## src/rtl/dsg_pkg.sv

```systemverilog
package dsg_pkg;

   typedef enum logic [1:0] {
      CMD_ACT = 2'd0,
      CMD_RD  = 2'd1,
      CMD_WR  = 2'd2,
      CMD_RSV = 2'd3
   } dsg_cmd_e;

   // MSB-first packing matches timing word bits 20:0
   typedef struct packed {
      logic [4:0] cas_set;    // 20:16
      logic [2:0] wr_dimm;    // 15:13
      logic [2:0] wr_rank;    // 12:10
      logic       wr_same;    // 9
      logic [2:0] act_gap;    // 8:6
      logic [5:0] faw_len;    // 5:0
   } dsg_cfg_t;

   localparam int CFG_BITS     = $bits(dsg_cfg_t);
   localparam int CAS_MIN_SET  = 3;
   localparam int WR_GAP_BASE  = 2;
   localparam int WR_SAME_LO   = 4;
   localparam int WR_SAME_HI   = 6;

endpackage

```

## src/rtl/dsg_age_ctr.sv

```systemverilog
module dsg_age_ctr #(
   parameter int AGE_W = 6
) (
   input  logic             clk,
   input  logic             rst_n,
   input  logic             clear_i,
   output logic [AGE_W-1:0] age_o,
   output logic             seen_o
);
   localparam logic [AGE_W-1:0] AGE_MAX = '1;

   initial begin
      assert (AGE_W >= 2) else $error("dsg_age_ctr: AGE_W too small");
   end

   // age_o is the number of cycles since the last clear, saturating
   always_ff @(posedge clk) begin
      if (!rst_n) begin
         age_o  <= '0;
         seen_o <= 1'b0;
      end else if (clear_i) begin
         age_o  <= AGE_W'(1);
         seen_o <= 1'b1;
      end else if (seen_o && (age_o != AGE_MAX)) begin
         age_o  <= age_o + AGE_W'(1);
      end
   end

   p_age_monotone_r9: assert property (@(posedge clk) disable iff (!rst_n)
      (seen_o && !clear_i) |=> (age_o >= $past(age_o)));

endmodule

```

## src/rtl/dsg_cas_gate.sv

```systemverilog
module dsg_cas_gate #(
   parameter int SET_W = 5,
   parameter int MIN_SET = 3
) (
   input  logic             clk,
   input  logic             rst_n,
   input  logic [SET_W-1:0] cas_set_i,
   input  logic             cas_fire_i,
   output logic             ok_o
);
   localparam int AGE_W = SET_W + 1;

   logic [AGE_W-1:0] age;
   logic             seen;
   logic             enforce;
   logic [AGE_W-1:0] need;

   initial begin
      assert (MIN_SET >= 1 && MIN_SET < (1 << SET_W))
         else $error("dsg_cas_gate: MIN_SET out of range");
   end

   dsg_age_ctr #(.AGE_W(AGE_W)) u_age (
      .clk     (clk),
      .rst_n   (rst_n),
      .clear_i (cas_fire_i),
      .age_o   (age),
      .seen_o  (seen)
   );

   always_comb begin
      enforce = (cas_set_i >= SET_W'(MIN_SET));
      need    = AGE_W'(cas_set_i) + AGE_W'(1);
      ok_o    = !enforce || !seen || (age >= need);
   end

   p_cas_spacing_r2: assert property (@(posedge clk) disable iff (!rst_n)
      (cas_fire_i && (cas_set_i >= SET_W'(MIN_SET)))
      |=> (!cas_fire_i || !$stable(cas_set_i)));

endmodule

```

## src/rtl/dsg_wr_gate.sv

```systemverilog
module dsg_wr_gate #(
   parameter int NUM_DIMMS      = 2,
   parameter int RANKS_PER_DIMM = 2,
   parameter int DIMM_W         = 1,
   parameter int RANK_W         = 1,
   parameter int CODE_W         = 3
) (
   input  logic              clk,
   input  logic              rst_n,
   input  logic [DIMM_W-1:0] dimm_i,
   input  logic [RANK_W-1:0] rank_i,
   input  logic              same_code_i,
   input  logic [CODE_W-1:0] rank_code_i,
   input  logic [CODE_W-1:0] dimm_code_i,
   input  logic              wr_fire_i,
   output logic              ok_o
);
   import dsg_pkg::*;

   localparam int AGE_W = CODE_W + 2;

   logic [AGE_W-1:0]  age;
   logic              seen;
   logic [DIMM_W-1:0] last_dimm;
   logic [RANK_W-1:0] last_rank;
   logic              same_dimm;
   logic              same_rank;
   logic [AGE_W-1:0]  need;

   initial begin
      assert ((1 << AGE_W) > ((1 << CODE_W) - 1 + WR_GAP_BASE))
         else $error("dsg_wr_gate: age width too small for code range");
   end

   dsg_age_ctr #(.AGE_W(AGE_W)) u_age (
      .clk     (clk),
      .rst_n   (rst_n),
      .clear_i (wr_fire_i),
      .age_o   (age),
      .seen_o  (seen)
   );

   always_ff @(posedge clk) begin
      if (!rst_n) begin
         last_dimm <= '0;
         last_rank <= '0;
      end else if (wr_fire_i) begin
         last_dimm <= dimm_i;
         last_rank <= rank_i;
      end
   end

   generate
      if (NUM_DIMMS == 1) begin : g_one_dimm
         assign same_dimm = 1'b1;
      end else begin : g_multi_dimm
         assign same_dimm = (dimm_i == last_dimm);
      end
      if (RANKS_PER_DIMM == 1) begin : g_one_rank
         assign same_rank = same_dimm;
      end else begin : g_multi_rank
         assign same_rank = same_dimm && (rank_i == last_rank);
      end
   endgenerate

   always_comb begin
      if (same_rank)
         need = same_code_i ? AGE_W'(WR_SAME_HI) : AGE_W'(WR_SAME_LO);
      else if (same_dimm)
         need = AGE_W'(rank_code_i) + AGE_W'(WR_GAP_BASE);
      else
         need = AGE_W'(dimm_code_i) + AGE_W'(WR_GAP_BASE);
      ok_o = !seen || (age >= need);
   end

   p_wr_back2back_r4: assert property (@(posedge clk) disable iff (!rst_n)
      wr_fire_i |=> !wr_fire_i);

endmodule

```

## src/rtl/dsg_act_window.sv

```systemverilog
module dsg_act_window #(
   parameter int WIN_ACTS = 4,
   parameter int GAP_W    = 3,
   parameter int WIN_W    = 6
) (
   input  logic             clk,
   input  logic             rst_n,
   input  logic             act_fire_i,
   input  logic [GAP_W-1:0] gap_i,
   input  logic [WIN_W-1:0] win_i,
   output logic             ok_o
);
   localparam int AGE_W = (WIN_W > GAP_W) ? WIN_W : GAP_W;
   localparam logic [AGE_W-1:0] AGE_MAX = '1;

   logic [AGE_W-1:0]    age_q [WIN_ACTS];
   logic [WIN_ACTS-1:0] vld_q;
   logic                gap_ok;
   logic                win_ok;

   initial begin
      assert (WIN_ACTS >= 1) else $error("dsg_act_window: WIN_ACTS must be positive");
   end

   function automatic logic [AGE_W-1:0] sat_inc(input logic [AGE_W-1:0] a);
      return (a == AGE_MAX) ? a : a + AGE_W'(1);
   endfunction

   // entry 0 is the newest activate, entry WIN_ACTS-1 the oldest kept
   generate
      for (genvar i = 0; i < WIN_ACTS; i++) begin : g_slot
         if (i == 0) begin : g_head
            always_ff @(posedge clk) begin
               if (!rst_n) begin
                  age_q[0] <= '0;
                  vld_q[0] <= 1'b0;
               end else if (act_fire_i) begin
                  age_q[0] <= AGE_W'(1);
                  vld_q[0] <= 1'b1;
               end else if (vld_q[0]) begin
                  age_q[0] <= sat_inc(age_q[0]);
               end
            end
         end else begin : g_tail
            always_ff @(posedge clk) begin
               if (!rst_n) begin
                  age_q[i] <= '0;
                  vld_q[i] <= 1'b0;
               end else if (act_fire_i) begin
                  age_q[i] <= sat_inc(age_q[i-1]);
                  vld_q[i] <= vld_q[i-1];
               end else if (vld_q[i]) begin
                  age_q[i] <= sat_inc(age_q[i]);
               end
            end

            p_hist_order_r8: assert property (@(posedge clk) disable iff (!rst_n)
               vld_q[i] |-> (vld_q[i-1] && (age_q[i] >= age_q[i-1])));
         end
      end
   endgenerate

   always_comb begin
      gap_ok = !vld_q[0] || (age_q[0] >= AGE_W'(gap_i));
      win_ok = (win_i == '0) || !vld_q[WIN_ACTS-1] ||
               (age_q[WIN_ACTS-1] >= AGE_W'(win_i));
      ok_o   = gap_ok && win_ok;
   end

   p_act_gap_r7: assert property (@(posedge clk) disable iff (!rst_n)
      (act_fire_i && (gap_i >= GAP_W'(2)))
      |=> (!act_fire_i || !$stable(gap_i)));

endmodule

```

## src/rtl/dram_spacing_gate.sv

```systemverilog
module dram_spacing_gate
   import dsg_pkg::*;
#(
   parameter int NUM_DIMMS      = 2,
   parameter int RANKS_PER_DIMM = 2,
   parameter int WIN_ACTS       = 4,
   localparam int DIMM_W        = (NUM_DIMMS > 1) ? $clog2(NUM_DIMMS) : 1,
   localparam int RANK_W        = (RANKS_PER_DIMM > 1) ? $clog2(RANKS_PER_DIMM) : 1
) (
   input  logic                clk,
   input  logic                rst_n,
   input  logic [CFG_BITS-1:0] timing_word,
   input  logic                cmd_valid,
   input  logic [1:0]          cmd_type,
   input  logic [DIMM_W-1:0]   dimm_id,
   input  logic [RANK_W-1:0]   rank_id,
   output logic                issue_ok
);
   localparam int NUM_RANKS = NUM_DIMMS * RANKS_PER_DIMM;
   localparam int RIDX_W    = (NUM_RANKS > 1) ? $clog2(NUM_RANKS) : 1;

   dsg_cfg_t             cfg;
   dsg_cmd_e             cmd;
   logic [RIDX_W-1:0]    flat_idx;
   logic                 cas_ok;
   logic                 wr_ok;
   logic                 act_ok_sel;
   logic [NUM_RANKS-1:0] act_ok_vec;
   logic [NUM_RANKS-1:0] act_fire_vec;
   logic                 fire;
   logic                 cas_fire;
   logic                 wr_fire;

   initial begin
      assert (NUM_DIMMS >= 1 && RANKS_PER_DIMM >= 1)
         else $error("dram_spacing_gate: need at least one DIMM and rank");
      assert (WIN_ACTS >= 1) else $error("dram_spacing_gate: WIN_ACTS must be positive");
   end

   assign cfg      = dsg_cfg_t'(timing_word);
   assign cmd      = dsg_cmd_e'(cmd_type);
   assign flat_idx = RIDX_W'(dimm_id) * RIDX_W'(RANKS_PER_DIMM) + RIDX_W'(rank_id);

   always_comb begin
      act_ok_sel = 1'b1;
      for (int r = 0; r < NUM_RANKS; r++) begin
         if (flat_idx == RIDX_W'(r)) act_ok_sel = act_ok_vec[r];
      end
   end

   always_comb begin
      unique case (cmd)
         CMD_ACT: issue_ok = act_ok_sel;
         CMD_RD:  issue_ok = cas_ok;
         CMD_WR:  issue_ok = cas_ok && wr_ok;
         default: issue_ok = 1'b1;
      endcase
   end

   assign fire     = cmd_valid && issue_ok;
   assign cas_fire = fire && ((cmd == CMD_RD) || (cmd == CMD_WR));
   assign wr_fire  = fire && (cmd == CMD_WR);

   dsg_cas_gate #(.SET_W(5), .MIN_SET(CAS_MIN_SET)) u_cas (
      .clk        (clk),
      .rst_n      (rst_n),
      .cas_set_i  (cfg.cas_set),
      .cas_fire_i (cas_fire),
      .ok_o       (cas_ok)
   );

   dsg_wr_gate #(
      .NUM_DIMMS      (NUM_DIMMS),
      .RANKS_PER_DIMM (RANKS_PER_DIMM),
      .DIMM_W         (DIMM_W),
      .RANK_W         (RANK_W),
      .CODE_W         (3)
   ) u_wr (
      .clk         (clk),
      .rst_n       (rst_n),
      .dimm_i      (dimm_id),
      .rank_i      (rank_id),
      .same_code_i (cfg.wr_same),
      .rank_code_i (cfg.wr_rank),
      .dimm_code_i (cfg.wr_dimm),
      .wr_fire_i   (wr_fire),
      .ok_o        (wr_ok)
   );

   generate
      for (genvar r = 0; r < NUM_RANKS; r++) begin : g_rank
         assign act_fire_vec[r] = fire && (cmd == CMD_ACT) && (flat_idx == RIDX_W'(r));

         dsg_act_window #(.WIN_ACTS(WIN_ACTS), .GAP_W(3), .WIN_W(6)) u_win (
            .clk        (clk),
            .rst_n      (rst_n),
            .act_fire_i (act_fire_vec[r]),
            .gap_i      (cfg.act_gap),
            .win_i      (cfg.faw_len),
            .ok_o       (act_ok_vec[r])
         );
      end
   endgenerate

   p_rsv_free_r9: assert property (@(posedge clk) disable iff (!rst_n)
      (cmd == CMD_RSV) |-> issue_ok);

   p_single_act_r7: assert property (@(posedge clk) disable iff (!rst_n)
      $onehot0(act_fire_vec));

endmodule

```

## config.mk

```make
export PLATFORM = sky130hd
export DESIGN_NAME = dram_spacing_gate
export DESIGN_NICKNAME = d
export VERILOG_FILES = /design/src/rtl/dsg_pkg.sv /design/src/rtl/dsg_age_ctr.sv /design/src/rtl/dsg_cas_gate.sv /design/src/rtl/dsg_wr_gate.sv /design/src/rtl/dsg_act_window.sv /design/src/rtl/dram_spacing_gate.sv
export SDC_FILE = /design/constraint.sdc
export NUM_CORES = 1
export LEC_CHECK = 0
export CORE_ASPECT_RATIO = 1.2
export CORE_MARGIN = 1
export CORE_UTILIZATION = 35
export CTS_CLUSTER_SIZE = 28
export DETAILED_ROUTE_END_ITERATION = 7
export DONT_BUFFER_PORTS = 1
export PLACE_DENSITY = 0.55
export RECOVER_POWER = 100
export SKIP_LAST_GASP = 1
export SYNTH_ARGS = -nofsm -noshare
export SYNTH_HDL_FRONTEND = slang
export SYNTH_SLANG_ARGS = --single-unit
```

## constraint.sdc

```tcl
create_clock -name clk -period 6 [get_ports clk]
set_input_delay 0.6 -clock clk [delete_from_list [all_inputs] [get_ports clk]]
set_output_delay 0.6 -clock clk [all_outputs]
set_load 0.05 [all_outputs]
```

==> out/qor.yml <==
ys.flop_type: "edfxtp_1"
path_delay_family: "compound AO/OA/AOI/OAI gates"
die-area_um2: 24500
layout.nets: 955
path_common_cell: "ha_1"
die_y_um: 171
synthesis.area_um2: 8360
grt_pass1_wl_mm: 29.9
ir_drop_uv: 187
ys_types: 62
cts_buffers: 17
power_mw: 2.23
syn_area_per_cell_um2: 9.77
grt-ovfl-total: 0
seqPwrFrac_pct: 45.4
drtAntennaViolNets: 0
crit_required_ns: 5.40
grt_max_degree: 33
drt-initial-drc-count: 344
drive_gt1_share_pct: 6.10
antenna_found_initial: 0
ff_latch_area_um2: 3500
p_clk_share_pct: 46.2
clk_pin_slew_ns: 0.06
layout_commonest_cell: "edfxtp_1"
relSlewSlack_pct: 6.83
critPathKind: "flip-flop to output pin"
core_area_um2: 23300
finalClockSkew_ns: 0.00927
cts.sinks: 127
crit_path_end_kind: "output pin"
intPower_mw: 1.71
die_w_um: 143
synthAdderAreaFrac_pct: 10.6
cts_resized: 0
critPathArrivalTime_ns: 4.29
timing.fmax_ghz: 0.205
path_buf_inv: 0
muxShareOfSynthArea_pct: 4.52
h-tree-depth: 4
final_max_slew_viol_count: 0
fillers: 2274
worstReg2RegEnd: "g_rank[0].u_win.age_q[3][0]"
start_util_pct: 35.9
drc: 0
leakage_nw: 3.36
finalCritPeriodShare_pct: 81.5
r2r_slack_ns: 1.20
yosysWarnings: 0
num_vias: 6145
holdPathStages: 1
hold_class: "primary input to flip-flop"
r2r_start: "u_wr.last_dimm"
worstMarginPinSlew_ns: 1.40
wl_mm: 18.0
slowest_delay_ns: 0.58
clock_tree.buffer_depth: 2
synth_edf_count: 96
wl_per_cell_um: 15.2
start_kind: "flip-flop"
outcome: "finished clean"
io_pins: 29
place.gp.congestion: 0.804
hold_viol: 0
power_density_nw_per_um2: 243
io_buffers: 0
grt_usage_pct: 15.8
hold_start: "rst_n"
p_switching_mw: 0.525
row_count: 61
vias_per_cell: 5.19
multi_input_area_um2: 4510
swShare_pct: 23.5
yosys.area_share.simple_pct: 20.1
postCtsSetupRepairBufs: 0
power_frac_comb_pct: 8.4
n_antenna_cell: 0
synth_top_family_by_area: "simple AND/OR/NAND/NOR gates"
rsz0062_at_grt: "false"
ys_ff_latch: 127
drt_first_pass_iters: 4
whs_endpoint: "u_wr.u_age.age_o[0]"
cts-root-buf: "clkbuf_16"
area_delta_synth_final_pct: 9.85
min_period_ns: 4.89
cp_max_fo: 15
synth_xor_xnor_area_share_pct: 5.66
dp_hpwl_mm: 13.7
syn-num-nets: 954
setup-tns-final_ns: 0
r2r_cells: 11
finalSetupViolCount: 0
cp_slowest_cell: "a311oi_1"
synthArstFlopShare_pct: 0
grt_pass1_vias: 6064
crit_chain: "xor2_1 -> mux2_1 -> ha_1 -> o21ai_0 -> ha_1 -> or4b_4 -> a311oi_1 -> o32ai_1 -> nor3_4 -> a21oi_1"
synth-compound-area-share_pct: 13.9
insertion_delay_ns: 0.43
yosysSeqAreaShare_pct: 41.9
drv_cap: 0
syn_inst: 855
cts_tree: "built"
mostFrequentLayoutCells: "edfxtp_1 (96), nand3_1 (71), ha_1 (71)"
cts_hold_buffers: 0
power by group through the flow:
stage	Sequential (mW)	Combinational [mW]	Clock, mW
after global routing	1.02	0.216	1.09
after detailed placement	1.03	0.195	0
after floorplan	1.02	0.158	0
after CTS	1.01	0.196	1.05
final	1.01	0.187	1.03
after global placement	1.03	0.194	0
state kept, by name, indices dropped and copies added (netlist names):
register            flops
u_wr.u_age.age_o        5
g_rank.u_win.age_q     96
g_rank.u_win.vld_q     16
u_cas.u_age.age_o       6
u_wr.last_rank          1
u_cas.u_age.seen_o      1
u_wr.last_dimm          1
u_wr.u_age.seen_o       1
per-stage QoR:
step                utilization [%]  hold slack [ns]  worst slack, ns  instances  cell area [um^2]
detailed placement             37.2            0.464             1.47       1152              8670
global route                   39.4            0.273            0.774       1184              9180
global placement               37.2            0.462             1.57       1152              8670
floorplan                         -            0.446             1.83        855              8360
finish                         39.4            0.294             1.11       1184              9180
CTS                            39.8            0.277             1.36       1184              9260
cell type report:
type	count	share of cell area [%]
multi-input combinational	664	49.1
sequential	127	38.2
clock buffer	23	5.33
tap	315	4.29
inverter	43	1.76
clock inverter	9	1.15
timing repair buffer	3	0.204
layer usage:
layer / vias to the layer above / track usage [%] / wire, um
li1: 3180 / - / -
met1: 2873 / 19.6 / 8500
met2: 76 / 26.7 / 8560
met3: 16 / 3.98 / 632
met4: 0 / 5.24 / 284
met5: - / 0 / 0
synth_stat cells, types with 3 or more instances:
cell type / number / area (um^2)
o22ai_1: 45 / 282
xor2_1: 28 / 245
mux2_2: 6 / 67.6
nand3b_1: 16 / 120
o21ai_1: 4 / 20.0
o211ai_1: 8 / 60.1
or2_2: 9 / 56.3
mux2i_1: 31 / 310
ha_1: 71 / 888
and2_1: 5 / 31.3
inv_1: 42 / 158
o21a_1: 7 / 52.6
a211o_1: 4 / 35.0
nand2_1: 69 / 259
a211oi_1: 3 / 22.5
or3_1: 4 / 25.0
dfxtp_1: 31 / 621
clkbuf_1: 10 / 37.5
o21ai_0: 50 / 250
edfxtp_1: 96 / 2880
or3b_1: 3 / 26.3
nor2_1: 67 / 251
nand4_1: 6 / 37.5
nor4_1: 3 / 18.8
nor3_1: 20 / 100
nor3b_1: 6 / 45.0
o32ai_1: 5 / 43.8
xnor2_1: 26 / 228
a21oi_2: 3 / 26.3
nand3_1: 69 / 345
buf_2: 7 / 35.0
nand2b_1: 24 / 150
and3_1: 13 / 81.3
a21oi_1: 26 / 130
worst max-delay path by stage:
stage	startpoint	endpoint	slack, ns	cells past startpoint
after floorplan	dimm_id	issue_ok	1.83	12
after global placement	dimm_id	g_rank[0].u_win.age_q[1][4]	1.57	11
after detailed placement	dimm_id	g_rank[0].u_win.age_q[3][4]	1.47	11
after CTS	u_wr.last_dimm	issue_ok	1.36	10
after global routing	u_wr.last_dimm	issue_ok	0.77	11
final	u_wr.last_dimm	issue_ok	1.11	10
cells by family (layout without fill, tap and decap cells):
logic type / count (synthesis) / after routing
xor+xnor: 54 / 54
mux: 37 / 37
simple gates: 328 / 328
buf+inv: 64 / 78
fa+ha+maj: 71 / 71
compound gates: 174 / 174
flops: 127 / 127
Power figures use the tool's default switching activity.
